File: src/rtl/f2i_pkg.sv
package f2i_pkg;

    localparam int OP_W    = 64;
    localparam int EXP_W   = 11;
    localparam int FRAC_W  = 52;
    localparam int MANT_W  = FRAC_W + 1;
    localparam int BIAS    = 1023;
    localparam int INT_W   = 64;
    localparam int NARROW_W = 32;
    localparam int FRAME_W = 2 * INT_W;
    localparam int SUM_W   = INT_W + 2;
    localparam int SH_W    = 7;
    // biased exponent whose unit bit lands at frame bit INT_W (value 1.x)
    localparam int EXP_ONE = BIAS;
    // smallest biased exponent whose leading one falls outside the integer field
    localparam int EXP_HUGE = BIAS + INT_W;

    typedef enum logic [2:0] {
        RM_NEAR_EVEN = 3'b000,
        RM_ZERO      = 3'b001,
        RM_DOWN      = 3'b010,
        RM_UP        = 3'b011,
        RM_NEAR_MAX  = 3'b100
    } rmode_e;

    typedef struct packed {
        logic             neg;
        logic             nan;
        logic             inf;
        logic             huge;
        logic [INT_W-1:0] ipart;
        logic             guard;
        logic             sticky;
    } aligned_t;

    typedef struct packed {
        logic [INT_W-1:0] value;
        logic             invalid;
        logic             inexact;
    } conv_out_t;

    // decide whether the truncated magnitude is bumped by one
    function automatic logic round_bump(input logic [2:0] rm, input logic neg,
                                        input logic lsb, input logic g, input logic s);
        logic bump;
        case (rm)
            RM_ZERO:     bump = 1'b0;
            RM_DOWN:     bump = neg & (g | s);
            RM_UP:       bump = ~neg & (g | s);
            RM_NEAR_MAX: bump = g;
            default:     bump = g & (s | lsb);
        endcase
        return bump;
    endfunction

    // clamp value for out-of-range inputs, fixed per direction and type
    function automatic logic [INT_W-1:0] clamp_value(input logic to_neg, input logic sgn,
                                                     input logic wide);
        logic [INT_W-1:0] v;
        if (to_neg) begin
            if (!sgn)      v = '0;
            else if (wide) v = {1'b1, {(INT_W-1){1'b0}}};
            else           v = {{(INT_W-NARROW_W+1){1'b1}}, {(NARROW_W-1){1'b0}}};
        end else begin
            if (!sgn)      v = '1;
            else if (wide) v = {1'b0, {(INT_W-1){1'b1}}};
            else           v = {{(INT_W-NARROW_W+1){1'b0}}, {(NARROW_W-1){1'b1}}};
        end
        return v;
    endfunction

endpackage

File: src/rtl/f2i_align.sv
module f2i_align
    import f2i_pkg::*;
(
    input  logic [OP_W-1:0] op,
    output aligned_t        al
);

    logic [EXP_W-1:0]   bexp;
    logic [FRAC_W-1:0]  frac;
    logic               exp_max;
    logic               normal;
    logic [MANT_W-1:0]  mant;
    logic [SH_W-1:0]    shamt;
    logic [FRAME_W-1:0] frame;

    assign bexp    = op[OP_W-2 -: EXP_W];
    assign frac    = op[FRAC_W-1:0];
    assign exp_max = &bexp;
    assign normal  = |bexp;
    assign mant    = {normal, frac};

    // leading one sits at frame bit FRAME_W-1; its weight must be at bit INT_W+e
    always_comb begin
        if (!normal || bexp < EXP_W'(EXP_ONE - 1))
            shamt = SH_W'(INT_W + 1);
        else if (bexp >= EXP_W'(EXP_HUGE))
            shamt = '0;
        else
            shamt = SH_W'(EXP_W'(EXP_HUGE - 1) - bexp);
    end

    assign frame = {mant, {(FRAME_W-MANT_W){1'b0}}} >> shamt;

    always_comb begin
        al.neg    = op[OP_W-1];
        al.nan    = exp_max & (|frac);
        al.inf    = exp_max & ~(|frac);
        al.huge   = ~exp_max & (bexp >= EXP_W'(EXP_HUGE));
        al.ipart  = frame[FRAME_W-1 -: INT_W];
        al.guard  = frame[INT_W-1];
        al.sticky = |frame[INT_W-2:0];
    end

endmodule

File: src/rtl/f2i_round.sv
module f2i_round
    import f2i_pkg::*;
(
    input  aligned_t  al,
    input  logic      sgn,
    input  logic      wide,
    input  logic [2:0] rm,
    output conv_out_t co
);

    logic             bump;
    logic [SUM_W-1:0] mag;
    logic [SUM_W-1:0] twos;
    logic [1:0]       top2;
    logic             top_bad;
    logic             narrow_big;
    logic             ovf;
    logic             special;

    assign bump = round_bump(rm, al.neg, al.ipart[0], al.guard, al.sticky);

    // round the magnitude, then negate for a negative operand
    assign mag  = {2'b00, al.ipart} + {{(SUM_W-1){1'b0}}, bump};
    assign twos = al.neg ? (~mag + {{(SUM_W-1){1'b0}}, 1'b1}) : mag;

    always_comb begin
        case ({sgn, wide})
            2'b11:   top2 = twos[INT_W:INT_W-1];
            2'b10:   top2 = twos[NARROW_W:NARROW_W-1];
            2'b01:   top2 = twos[INT_W+1:INT_W];
            default: top2 = twos[NARROW_W+1:NARROW_W];
        endcase
    end

    // signed: the two bits must agree; unsigned: both must be zero
    assign top_bad    = sgn ? (top2[1] ^ top2[0]) : (|top2);
    assign narrow_big = ~wide & (|mag[SUM_W-1:NARROW_W]);
    assign ovf        = al.huge | narrow_big | top_bad;
    assign special    = al.nan | al.inf;

    always_comb begin
        co.invalid = special | ovf;
        co.inexact = ~co.invalid & (al.guard | al.sticky);
        if (co.invalid)
            co.value = clamp_value(al.neg & ~al.nan, sgn, wide);
        else if (wide)
            co.value = twos[INT_W-1:0];
        else
            co.value = {{(INT_W-NARROW_W){twos[NARROW_W-1]}}, twos[NARROW_W-1:0]};
    end

endmodule

File: src/rtl/f2i_conv.sv
module f2i_conv
    import f2i_pkg::*;
(
    input  logic             clk,
    input  logic             rst,
    input  logic             in_valid,
    input  logic [OP_W-1:0]  op_bits,
    input  logic             is_signed,
    input  logic             is_wide,
    input  logic [2:0]       rmode,
    output logic             out_valid,
    output logic [INT_W-1:0] result,
    output logic             flag_invalid,
    output logic             flag_inexact
);

    aligned_t  al;
    conv_out_t co;

    f2i_align u_align (
        .op (op_bits),
        .al (al)
    );

    f2i_round u_round (
        .al   (al),
        .sgn  (is_signed),
        .wide (is_wide),
        .rm   (rmode),
        .co   (co)
    );

    always_ff @(posedge clk) begin
        if (rst) begin
            out_valid    <= 1'b0;
            result       <= '0;
            flag_invalid <= 1'b0;
            flag_inexact <= 1'b0;
        end else begin
            out_valid <= in_valid;
            if (in_valid) begin
                result       <= co.value;
                flag_invalid <= co.invalid;
                flag_inexact <= co.inexact;
            end
        end
    end

    AST_VALID_PIPE: assert property (@(posedge clk) disable iff (rst)
        in_valid |=> out_valid);
    AST_IDLE_HOLD: assert property (@(posedge clk) disable iff (rst)
        !in_valid |=> ($stable(result) && $stable(flag_invalid) && $stable(flag_inexact)));
    AST_NARROW_SEXT: assert property (@(posedge clk) disable iff (rst)
        (in_valid && !is_wide) |=> (result[INT_W-1:NARROW_W] == {(INT_W-NARROW_W){result[NARROW_W-1]}}));
    AST_FLAGS_EXCL: assert property (@(posedge clk) disable iff (rst)
        out_valid |-> !(flag_invalid && flag_inexact));
    AST_NAN_INVALID: assert property (@(posedge clk) disable iff (rst)
        (in_valid && (&op_bits[OP_W-2 -: EXP_W]) && (|op_bits[FRAC_W-1:0])) |=> (flag_invalid && !flag_inexact));
    AST_ZERO_CLEAN: assert property (@(posedge clk) disable iff (rst)
        (in_valid && op_bits[OP_W-2:0] == '0) |=> (result == '0 && !flag_invalid && !flag_inexact));

endmodule

File: config.mk
export PLATFORM = sky130hd
export DESIGN_NAME = f2i_conv
export DESIGN_NICKNAME = d
export VERILOG_FILES = /design/src/rtl/f2i_pkg.sv /design/src/rtl/f2i_align.sv /design/src/rtl/f2i_round.sv /design/src/rtl/f2i_conv.sv
export SDC_FILE = /design/constraint.sdc
export NUM_CORES = 1
export LEC_CHECK = 0
export BUFFER_PORTS_ARGS = -buffer_cell sky130_fd_sc_hd__buf_2
export CAP_MARGIN = 20
export CORE_ASPECT_RATIO = 1.75
export CORE_MARGIN = 1
export CORE_UTILIZATION = 40
export CTS_CLUSTER_SIZE = 16
export DETAILED_ROUTE_END_ITERATION = 12
export HOLD_SLACK_MARGIN = 0.1
export PLACE_DENSITY = 0.55
export REMOVE_ABC_BUFFERS = 1
export SLEW_MARGIN = 10
export SYNTH_ARGS = -nofsm -noshare
export SYNTH_HDL_FRONTEND = slang
export SYNTH_SLANG_ARGS = --single-unit
File: constraint.sdc
create_clock -name clk -period 25.2 [get_ports clk]
set_input_delay 3.78 -clock clk [delete_from_list [all_inputs] [get_ports clk]]
set_output_delay 3.78 -clock clk [all_outputs]
set_load 0.03 [all_outputs]
==> summary.txt <==
Final layout
  – Most frequent cells in the layout: nor3_1, nor2_1, nand2_1
  – Layout fillers: between 3000 and 4000
  – Final Net Count: about 2100
  – Share of layout cells above drive strength 1: 15.9%
  – Final core occ: 44.9%
  – Commonest non-fill, non-tap cell in the layout: nor3_1
  – Finished Cell Area: 14200 um^2
  – Area grow syn2layout: 10.5%

Worst setup path
  – Startpoint Class: input port
  – Crit-path leading delay family: simple AND/OR/NAND/NOR gates
  – WP data required: between 20 and 30 ns
  – Slowest stage delay, CP: roughly 0.96 ns
  – Crit-path slowest cell: nor4_1
  – Critical path capture point type: register
  – CP Max Fanout: 25
  – Reg2reg setup slack: ~24 ns
  – Worst path arrival time: 16.07 ns
  – CP Class: input port to register
  – Buf/Inv on CP: 4

Power and ir drop
  – Cell Pwr Density: between 30 and 40 nW/um^2
  – Total power: approximately 0.54 mW
  – Pleak: slightly below 5 nW
  – Max VDD drop: 0.0925 mV

CTS
  – Post-CTS Setup Inserts: 0
  – CTS tree: built
  – Hold Buf Count CTS: 0
  – CTS resizes: 0
  – Clk slew on worst S/H paths: 0.06 ns
  – CTS buffer count: 9
  – H-tree depth: 3
  – Clk_lat worst skew: roughly 0.34 ns
  – Clk root buf: clkbuf_16
  – CTS max path bufs: 2
  – Sink Count: 67

Logic synthesis
  – Distinct cells, synth: roughly 120
  – EDFF count, synth: 0
  – Cell Area, Synth: approximately 13000 um^2
  – Mean Syn Cell Area: ~6.6 um^2
  – Synth Instances: slightly below 2000
  – Sequential share of the synthesized area: 10.5%
  – Top_reg_cell synth: dfxtp_1
  – Share of synthesized registers carrying an async set or reset: 0%
  – Ys Warns: 0
  – Number of register bits inferred by synthesis: 67

GRT
  – First-pass GRT wire length: slightly above 100000 um
  – GR Util All Layers: a little over two fifths
  – Grt ovf: 0
  – Initial antenna violation count: 1
  – Largest net degree at the start of global routing: just under 70
  – Vias in the first global route: 16400

Floorplan
  – Die span in x: around 140 um
  – CORE AREA: between 30000 and 40000 um^2
  – Die height: between 200 and 250 um
  – Row count: 86
  – Initial Util: between 40% and 50%
  – I/O pin total: about 140
  – Die area: 32800 um^2

Timing
  – Minimum clock period: approximately 16 ns
  – Final setup viols: 0
  – Max-Slew Margin vs Limit: ~16%
  – Max Freq: approximately 63 MHz
  – Worst Skew: 0 ns
  – Final period utilization: 62.8%
  – Slew @ Worst Pin: ~1.2 ns
  – Slew Viols, Final: 0
  – RSZ-0062 raised after global routing: false
  – Final hold vios: 0
  – Setup TNS: 0 ns

Route
  – Post-route ant nets: 0
  – Via density: about 7
  – Starting DRT DRC Count: between 1000 and 1500
  – Remaining DRCs: 0
  – DR pass1 iterations: 5
  – WL final: 68200 um
  – Via count: 17000
  – Drt wl/cell: roughly 28 um

Placement
  – Routability congestion estimate: 1.05
  – Hpwl dp: 54300 um
  – IO Port Bufs: 138
  – Cell Area, Placed: ~14000 um^2

Job
  – MaxCap Viol Count: 0

Worst hold path
  – Hold Crit Class: register to register

Run status
  – Outcome: complete, no violations
## cells by family after synthesis
group                      synth area share (%)
AOI/OAI and AO/OA                          32.8
DFF                                        10.5
and+or+nand+nor                            40.3
adders and majority gates                 0.683
muxes                                      3.57
buffers and inverters                      5.91
xor gates and xnor gates                   6.20
## through the flow
step | cells | worst slack [ns] | hold WS, ns
6_report | 2398 | 9.39 | 0.471
5_1_grt | 2398 | 8.67 | 0.484
4_1_cts | 2396 | 9.57 | 0.473
3_5_place_dp | 2381 | 9.24 | 0.465
3_3_place_gp | 2380 | 9.39 | 0.457
2_1_floorplan | 1783 | 10.52 | 0.586
## state kept, by name, indices dropped and copies added (netlist names)
| signal | cells |
|---|---|
| flag_invalid | 1 |
| flag_inexact | 1 |
| result | 64 |
| out_valid | 1 |
## final cells by class
type	instances	area, um^2	area share [%]
Multi-Input combinational cell	1694	10800	76.1
Sequential cell	67	1340	9.47
Timing Repair Buffer	203	1170	8.28
Tap cell	396	495	3.50
Clock buffer	11	243	1.71
Inverter	22	82.6	0.583
Clock inverter	4	51.3	0.362
Antenna cell	1	2.50	0.0177
## cells in the mapped netlist (all sizes together) (23+ instances only)
cell      n  area (um^2)
a211oi   41          323
a21oi   106          553
a22oi    30          230
a31oi    65          434
and2     24          150
buf      63          360
clkbuf   84          315
dfxtp    67         1340
mux2i    30          300
nand2   143          539
nand3    57          290
nand4    45          309
nor2    190          716
nor3    246         1250
nor4    127          916
o211ai   23          188
o21ai    90          458
o22ai    37          238
o31ai    33          267
or2      24          150
or3      30          193
xnor2    63          552
xor2     27          244
## worst register-to-register path, cell delays in order, from the launching register on
cell and delay [ns]:
dfxtp_1 0.32, a21o_1 0.19, a2111oi_0 0.47, nor4_1 0.11
## routing by layer
layer / track usage, % / part of all wire (%) / vias up
met4: 39.3 / 11 / 0
met1: 43.1 / 35 / 8007
li1: - / - / 7745
met2: 71.8 / 49 / 907
met3: 5.62 / 5.8 / 299
met5: 0 / 0 / -
## path summary, 6_finish.rpt
check,startpoint,to,cells past startpoint
min,result[20],result[20],2
max reg2reg,result[56],result[56],3
max,op_bits[54],result[59],38
min reg2reg,result[20],result[20],2
## report_power, final
| part | internal, mW | switching, mW | total (mW) |
|---|---|---|---|
| registers | 0.115 | 0.00417 | 0.119 |
| clock network | 0.0787 | 0.0494 | 0.128 |
| logic | 0.0874 | 0.203 | 0.290 |
No activity file was read; power rests on OpenSTA's default activity.
